## config.mk

```make
export PLATFORM = sky130hd
export DESIGN_NAME = prio_intc
export DESIGN_NICKNAME = d
export VERILOG_FILES = /design/src/rtl/prio_intc.sv
export SDC_FILE = /design/constraint.sdc
export NUM_CORES = 1
export LEC_CHECK = 0
export ABC_AREA = 1
export BUFFER_PORTS_ARGS = -buffer_cell sky130_fd_sc_hd__buf_2
export CAP_MARGIN = 20
export CORE_MARGIN = 2
export CORE_UTILIZATION = 51
export CTS_BUF_LIST = sky130_fd_sc_hd__clkbuf_4 sky130_fd_sc_hd__clkbuf_8 sky130_fd_sc_hd__clkbuf_16
export DETAILED_ROUTE_END_ITERATION = 12
export PLACE_DENSITY_LB_ADDON = 0.05
export SETUP_SLACK_MARGIN = 0.15
export SYNTH_ARGS = -nofsm -noshare
export SYNTH_HDL_FRONTEND = slang
export SYNTH_SLANG_ARGS = --single-unit
export TNS_END_PERCENT = 10
```

## constraint.sdc

```tcl
create_clock -name clk -period 23.8 [get_ports clk]
set_clock_uncertainty 0.1 [all_clocks]
set_input_delay 4.76 -clock clk [delete_from_list [all_inputs] [get_ports clk]]
set_output_delay 4.76 -clock clk [all_outputs]
set_load 0.05 [all_outputs]
```

## src/rtl/prio_intc.sv

```systemverilog
module prio_intc #(
  parameter int N_PFIELD = 4,
  parameter int SHARE    = 2,
  parameter int VEC_BASE = 64,
  parameter int VEC_NMI  = 11
) (
  input  logic        clk,
  input  logic        rst_n,
  input  logic        cfg_we,
  input  logic [1:0]  cfg_sel,
  input  logic [15:0] cfg_wdata,
  output logic [15:0] ctl_rdata,
  input  logic [7:0]  ext_irq_n,
  input  logic [7:0]  periph_req,
  input  logic        nmi_pin,
  input  logic [3:0]  cpu_mask,
  input  logic        ack_valid,
  input  logic [7:0]  ack_vec,
  output logic        irq_req,
  output logic [3:0]  irq_lvl,
  output logic [7:0]  irq_vec
);
  localparam int N_EXT = 8;
  localparam int N_PER = N_PFIELD * SHARE;
  localparam int N_SRC = N_EXT + N_PER;
  localparam int NPREG = 2 + (N_PFIELD + 3) / 4;
  localparam int IDXW  = $clog2(N_SRC);
  localparam logic [1:0] CTL_SEL = 2'(NPREG);

  logic [15:0]      preg [NPREG];
  logic [7:0]       ctl_sense;
  logic             ctl_nmi_rise;
  logic [7:0]       ext_prev, edge_pend;
  logic             nmi_prev, nmi_pend;
  logic [3:0]       pri [N_SRC];
  logic [N_SRC-1:0] src_req;
  logic [7:0]       ext_req;
  logic [3:0]       best_lvl;
  logic [IDXW-1:0]  best_idx;
  logic             nmi_edge;

  always_ff @(posedge clk) begin
    for (int r = 0; r < NPREG; r++) begin
      if (!rst_n) preg[r] <= '0;
      else if (cfg_we && cfg_sel == 2'(r)) preg[r] <= cfg_wdata;
    end
  end

  always_ff @(posedge clk) begin
    if (!rst_n) begin
      ctl_sense    <= '0;
      ctl_nmi_rise <= 1'b0;
    end else if (cfg_we && cfg_sel == CTL_SEL) begin
      ctl_sense    <= cfg_wdata[7:0];
      ctl_nmi_rise <= cfg_wdata[8];
    end
  end

  assign ctl_rdata = {nmi_pin, 6'b0, ctl_nmi_rise, ctl_sense};

  assign nmi_edge = ctl_nmi_rise ? (!nmi_prev && nmi_pin) : (nmi_prev && !nmi_pin);

  always_ff @(posedge clk) begin
    ext_prev <= ext_irq_n;
    nmi_prev <= nmi_pin;
    if (!rst_n) begin
      edge_pend <= '0;
      nmi_pend  <= 1'b0;
    end else begin
      for (int k = 0; k < N_EXT; k++) begin
        if (ctl_sense[k] && ext_prev[k] && !ext_irq_n[k])
          edge_pend[k] <= 1'b1;
        else if (!ctl_sense[k] || (ack_valid && ack_vec == 8'(VEC_BASE + k)))
          edge_pend[k] <= 1'b0;
      end
      if (nmi_edge) nmi_pend <= 1'b1;
      else if (ack_valid && ack_vec == 8'(VEC_NMI)) nmi_pend <= 1'b0;
    end
  end

  for (genvar g = 0; g < N_EXT; g++) begin : g_ext
    assign pri[g]     = preg[g / 4][15 - 4 * (g % 4) -: 4];
    assign ext_req[g] = ctl_sense[g] ? edge_pend[g] : !ext_irq_n[g];
  end

  for (genvar p = 0; p < N_PER; p++) begin : g_per
    localparam int F = p / SHARE;
    assign pri[N_EXT + p] = preg[2 + F / 4][15 - 4 * (F % 4) -: 4];
  end

  assign src_req = {periph_req[N_PER-1:0], ext_req};

  always_comb begin
    best_lvl = '0;
    best_idx = '0;
    for (int i = 0; i < N_SRC; i++) begin
      if (src_req[i] && pri[i] > cpu_mask && pri[i] > best_lvl) begin
        best_lvl = pri[i];
        best_idx = IDXW'(i);
      end
    end
  end

  assign irq_req = nmi_pend || (best_lvl != 4'd0);
  assign irq_lvl = nmi_pend ? 4'hF : best_lvl;
  assign irq_vec = nmi_pend ? 8'(VEC_NMI) : 8'(VEC_BASE) + 8'(best_idx);


  mask_above_chk: assert property (@(posedge clk) disable iff (!rst_n)
    (irq_req && !nmi_pend) |-> (irq_lvl > cpu_mask));


  nonzero_lvl_chk: assert property (@(posedge clk) disable iff (!rst_n)
    (irq_req && irq_vec != 8'(VEC_NMI)) |-> (irq_lvl != 4'd0));


  vec_range_chk: assert property (@(posedge clk) disable iff (!rst_n)
    (irq_req && !nmi_pend) |-> (int'(irq_vec) >= VEC_BASE && int'(irq_vec) < VEC_BASE + N_SRC));


  pend_hold_chk: assert property (@(posedge clk) disable iff (!rst_n)
    !ack_valid |=> ((($past(edge_pend) & $past(ctl_sense)) & ~edge_pend) == '0));


  nmi_edge_chk: assert property (@(posedge clk) disable iff (!rst_n)
    $rose(nmi_pend) |-> ($past(nmi_pin, 2) != $past(nmi_pin)));
endmodule

```

==> results of run 1 <==
-- metrics by stage --
step	cell area, um2	hold slack, ns	setup slack (ns)	utilization
3_3_place_gp	8260	0.335	-1.53	0.629
3_5_place_dp	8260	0.340	-1.59	0.629
4_1_cts	8720	0.348	-1.38	0.664
5_1_grt	9290	0.370	-3.14	0.707
6_report	9290	0.348	-1.80	0.707
2_1_floorplan	6980	0.329	-0.520	-
-- cell usage in the layout (no fill, tap or decap), types with 16 or more instances in the layout --
cell type  synthesis  routed
buf_2              0      58
o21ai_0           63      35
nand2_4            9      18
o21ai_1            9      22
nor2_1            87      79
inv_1            144     131
nand3_2           11      17
nand3_1           64      56
nand4_1           20      20
nand2_1          162     124
dfxtp_1           27      27
edfxtp_1          48      48
o21ai_2            1      16
buf_4             12     139
ha_1              96      85
a21oi_1           41      39
nand2_2           29      62
o21bai_1          21      21
-- state kept, by name, summed over array words and instances (netlist names) --
name          flops
nmi_prev          1
preg             48
ctl_nmi_rise      1
edge_pend         8
nmi_pend          1
ext_prev          8
ctl_sense         8
-- layer usage --
layer / wire (um) / vias up / part of all wire
met5: 0 / - / 0
li1: - / 3475 / -
met3: 917 / 17 / 0.050
met4: 201 / 0 / 0.011
met1: 8590 / 2993 / 0.46
met2: 8780 / 151 / 0.47
-- kinds of logic after synthesis --
| group | count (synthesis) | share of synthesized area |
|---|---|---|
| adders and majority gates | 96 | 0.177 |
| and+or+nand+nor | 412 | 0.292 |
| other | 1 | 0.000552 |
| buffers and inverters | 170 | 0.103 |
| DFF | 75 | 0.292 |
| AOI/OAI and AO/OA | 157 | 0.136 |
-- power breakdown --
group / leakage (uW) / internal (uW) / switching (uW)
logic: 0.00392 / 369 / 423
clock network: 0.000158 / 92.5 / 55.1
registers: 0.000695 / 147 / 10.1
-- worst min-delay path by stage --
| stage | endpoint | start | slack, ns |
|---|---|---|---|
| floorplan | edge_pend[0] | ext_prev[0] | 0.33 |
| global placement | edge_pend[7] | ext_prev[7] | 0.34 |
| detailed placement | edge_pend[7] | ext_prev[7] | 0.34 |
| CTS | edge_pend[7] | ext_prev[7] | 0.35 |
| global route | edge_pend[1] | ext_prev[1] | 0.37 |
| finish | edge_pend[7] | ext_prev[7] | 0.35 |
-- worst min-delay path: cells and delay by family (launching register included) --
| family | cells | cell delay, ns |
|---|---|---|
| flops | 1 | 0.29 |
| simple gates | 1 | 0.05 |
| compound gates | 1 | 0.05 |
-- final cells by class --
class | instances | area (um2) | area share
multi-input cells | 678 | 4640 | 0.499
flip-flops and latches | 75 | 1980 | 0.213
repair buffers | 214 | 1540 | 0.166
inverters | 151 | 586 | 0.0630
clock buffers | 9 | 225 | 0.0242
well taps | 176 | 220 | 0.0237
clock inverters | 7 | 98.8 | 0.0106
-- timing repair --
item | CTS | global route
resized for setup | 34 | 96
buffers inserted | 3 | 28
gates cloned | 1 | 3
endpoints found under the setup margin | 9 | 9
pin swaps | 7 | 112
==> metrics, run 1 <==
final slew viol count=0; min Tclk post-route=25.60 ns; number of synthesized flops with an enable pin=48; CORE AREA=13100 um2; CP max stage delay=0.35 ns; GRT overflow=0; Yosys warning count=0; peak supply drop=0.199 mV; DP HPWL=13.7 mm; Setup Viol. Count Final=9; Seq/Total Area, Yosys=0.292; final cell count without fillers=1310; GR peak layer=met2; reg2reg start=nmi_pend; 1st-iter DRT viols=424; Num CTS Buffers=9; vias post-DR=6636; WP data required=18.94 ns; Worst-Skew Late Latency=0.34 ns; top cells by area, synth=edfxtp_1 21%, ha_1 18%, nand2_1 9.0%, dfxtp_1 8.0%, inv_1 8.0%; share of cells above drive strength 1=0.369; # fillers=1121; # Max-Cap Violations=0; Die Wd=119 um; Leakage Power=0.00477 uW; IO Pins=80; WP buf/inv=23; cells after synthesis=911; first-pass GRT wire length=28.8 mm; Layout area overhead=36.8%; CP Depth=138; Pwr Density=118 nW/um2; Hold Buf Count CTS=0; RSZ-0062 raised after global routing=true; CTS H-tree lvls=3; CP max FO=8; most common cell in the netlist=nand2_1; grt met2 use=0.415; outcome=complete, but fails checks; worst min-delay path class=reg -> reg; Tot Pwr=1100 uW; met1 usage=0.359; Post-synth top cells=162 x nand2_1, 144 x inv_1, 96 x ha_1, 87 x nor2_1, 64 x nand3_1; Syn Area/Cell=7.46 um2; DR WL/cell=14.1 um; #FFs+latches synth=75; synthesized cell area=6790 um2; worst r2r path cells=2; Nets=1276; final clock period utilization by the worst path=1.08; WHS Path Cells=2; # diodes=0; vias per cell=5.07; Antenna Nets Post-Route=0; initial antenna violation count=0; # rows=42; I/O Buffers=70; Critical Path End Type=output pin; largest net degree at the start of global routing=19; Placer Congestion=0.876; delay-heaviest family, CP=simple AND/OR/NAND/NOR gates; Worst Tran Pin Value=0.961 ns; GR Layer Usage met3=0.0345; crit path launch type=input pin; critical path's slowest cell=ha_1; placed insts=1259; effective utilization at floorplan=0.517; top_reg_cell synth=edfxtp_1; top cell type's share of synthesized area=0.212; Root Driver=clkbuf_16; Pre-antenna DRT Iters=6; WL final=18.5 mm; clock transition at the registers of the reported paths=0.06 ns; crit path from=cpu_mask[3]; All-Layer GR Usage=0.254; fin worst setup slack=-1.80 ns; CTS max path bufs=2; Die H=119 um; CTS tree=done; failing checks=negative setup slack; worst reg-to-reg setup slack=22.82 ns; Unique masters post-synth=41; DRC errors left=0; setup TNS=-14.92 ns; crit path capture=irq_req; reg2reg end=nmi_pend; Critical Path AT=20.74 ns; Final Hold Vio Count=0; crit-path most repeated cell=nand2_2; Max Fclk=39.1 MHz; WS Path Type=in -> out; number of global-route vias before repair=6155; # clock sinks=75; worst rel slew slack=0.355; Async S/R FF share, synth=0; die area=14300 um2; Synth area leader=edfxtp_1
Power figures use the tool's default switching activity.
==> inputs of run 2 (changes only) <==
--- a/config.mk
+++ b/config.mk
@@ -10,7 +10,7 @@
 export CAP_MARGIN = 20
 export CORE_MARGIN = 2
 export CORE_UTILIZATION = 51
-export CTS_BUF_LIST = sky130_fd_sc_hd__clkbuf_4 sky130_fd_sc_hd__clkbuf_8 sky130_fd_sc_hd__clkbuf_16
+export CTS_BUF_LIST = sky130_fd_sc_hd__clkbuf_4
 export DETAILED_ROUTE_END_ITERATION = 12
 export PLACE_DENSITY_LB_ADDON = 0.05
 export SETUP_SLACK_MARGIN = 0.15
==> constraint.sdc (replaced) <==
create_clock -name clk -period 28.9 [get_ports clk]
set_clock_uncertainty 0.1 [all_clocks]
set_input_delay 5.78 -clock clk [delete_from_list [all_inputs] [get_ports clk]]
set_output_delay 5.78 -clock clk [all_outputs]
set_load 0.05 [all_outputs]
==> run 2 against run 1 <==
Compared with the run above:
- the flow now finishes without violations
- critical path depth stayed put
- global-route usage fell by 1.1 points
- combinational power is 28% lower
- clock power shrank 49%
- non-clock buffer count fell by 67
- design area shrank 5.7%
- hold slack improved by 0.010 ns
- first-iteration DRC count fell by 11%
- cell count shrank 4.7%
- routed wire length up 0.91%
- sequential share of layout area increased by 1.3 points
- sequential power fell by 17%
- highest routed layer unchanged
==> metrics, run 2 (synthesis gave the netlist of run 1 again) <==
effective utilization at floorplan=0.517 (unchanged); DP HPWL=13.4 mm (-2.2%); crit path capture=irq_req; Die H=119 um (unchanged); highest-count cells in the layout ignoring fill and taps=137 x inv_1, 131 x nand2_1, 80 x nor2_1; final slew viol count=0 (unchanged); IO Pins=80 (unchanged); WL final=18.7 mm (+0.91%); largest net degree at the start of global routing=19 (unchanged); DRC errors left=0 (unchanged); # diodes=0 (unchanged); Critical Path End Type=output pin; outcome=completed; critical path's slowest cell=ha_1; final clock period utilization by the worst path=0.967; WS Path Type=in -> out; Die Wd=119 um (unchanged); I/O Buffers=70 (unchanged); CTS tree=done; Worst-Skew Late Latency=0.42 ns (+0.08 ns); CP max FO=8 (unchanged); post-route cell area=8770 um2 (-5.7%); min Tclk post-route=27.95 ns; # clock sinks=75 (unchanged); Root Driver=clkbuf_4; All-Layer GR Usage=0.243 (-0.0108); switching share of power=0.497 (+0.0522); setup TNS=0 ns (+14.92 ns); first-pass GRT wire length=27.6 mm (-4.1%); Hold Buf Count CTS=0 (unchanged); most common cell after layout, fill and taps aside=inv_1; Final Hold Vio Count=0 (unchanged); DR WL/cell=15.0 um (+5.9%); Clock power frac=0.097 (-0.038); reg2reg start=ctl_sense[7]; crit path launch type=input pin; Most flops, register=preg; # rows=42 (unchanged); Layout area overhead=29.1%; initial antenna violation count=0 (unchanged); final cell count without fillers=1248 (-4.7%); share of cells above drive strength 1=0.331 (-0.0374); Leakage Power=0.00436 uW (-8.6%); CORE AREA=13100 um2 (unchanged); CTS max path bufs=2 (unchanged); sw power=388 uW (-21%); Comb pwr share=0.736 (+0.014); 1st-iter DRT viols=378 (-11%); GRT overflow=0 (unchanged); Num CTS Buffers=9 (unchanged); Int Pwr=392 uW (-36%); fin worst setup slack=0.947 ns (+2.74 ns); CTS H-tree lvls=3 (unchanged); Tot Pwr=780 uW (-29%); Critical Path AT=22.07 ns (+1.33 ns); worst reg-to-reg setup slack=27.89 ns (+5.07 ns); CP max stage delay=0.33 ns (-0.02 ns); WHS Path Cells=2 (unchanged); Seq pwr share=0.166 (+0.023); number of global-route vias before repair=5735 (-6.8%); vias per cell=5.18 (+2.2%); Antenna Nets Post-Route=0 (unchanged); Placer Congestion=0.852 (-2.7%); peak supply drop=0.136 mV (-32%); Setup Viol. Count Final=0 (-9); Pwr Density=89.0 nW/um2 (-25%); pre-CTS WS=0.154 ns (+1.74 ns); crit path from=cpu_mask[2]; Nets=1214 (-4.9%); Largest register FFs=48 (unchanged); Max Fclk=35.8 MHz; die area=14300 um2 (unchanged); vias post-DR=6463 (-2.6%); # Max-Cap Violations=0 (unchanged); DP Area=7370 um2 (-11%); reg2reg end=edge_pend[7]; # fillers=1174 (+4.7%); worst min-delay path class=reg -> reg; worst r2r path cells=3 (+1); WP data required=23.02 ns (+4.08 ns); worst rel slew slack=0.376 (+0.0211); clock transition at the registers of the reported paths=0.13 ns (+0.07 ns); Pre-antenna DRT Iters=5 (-1); Worst Tran Pin Value=0.929 ns (-0.0314 ns); placed insts=1161 (-7.8%)
==> run 2: critical path: cells and delay by family <==
| family | cells | cell delay [ns] |
|---|---|---|
| buffers and inverters | 25 | 1.78 |
| and+or+nand+nor | 71 | 7.12 |
| AOI/OAI and AO/OA | 26 | 3.04 |
| adders and majority gates | 16 | 4.32 |
==> run 2: repair_timing <==
item / in CTS / in global routing
hold endpoints to repair: 0 / 0
pin swaps: 0 / 112
gates cloned: 0 / 9
buffers inserted: 0 / 62
resized for setup: 3 / 169
setup endpoints to repair: 2 / 9
==> run 2: per-layer routing <==
metal	wire [um]	track usage	part of all wire	up-vias
met3	705	0.0239	0.038	22
met1	8930	0.348	0.48	2933
met4	276	0.0559	0.015	0
met5	0	0	0	-
met2	8750	0.398	0.47	150
li1	-	-	-	3358
==> run 2: cell type report <==
class	count	area [um2]	area share
multi-input cells	683	4880	0.557
clock inverters	7	98.8	0.0113
inverters	151	574	0.0655
clock buffers	9	67.6	0.00771
repair buffers	147	943	0.108
well taps	176	220	0.0251
flip-flops and latches	75	1980	0.226
==> run 2: worst min-delay path by stage <==
stage / from / to / slack, ns
floorplan: ext_prev[0] / edge_pend[0] / 0.33
global placement: ext_prev[2] / edge_pend[2] / 0.34
detailed placement: ext_prev[4] / edge_pend[4] / 0.34
CTS: ext_prev[4] / edge_pend[4] / 0.36
global route: ext_prev[3] / edge_pend[3] / 0.38
finish: ext_prev[3] / edge_pend[3] / 0.36
==> run 2: metrics by stage <==
step	util	hold slack (ns)
after floorplan	-	0.329
after global placement	0.561	0.337
after detailed placement	0.561	0.339
after CTS	0.574	0.358
after global routing	0.667	0.376
final	0.667	0.358
==> run 2: power groups by stage <==
stage | combinational (uW) | sequential [uW] | clock, uW
after detailed placement | 414 | 130 | 0
after global routing | 633 | 131 | 80.8
final | 574 | 130 | 75.8
after floorplan | 327 | 129 | 0
after global placement | 411 | 130 | 0
after CTS | 417 | 128 | 76.3
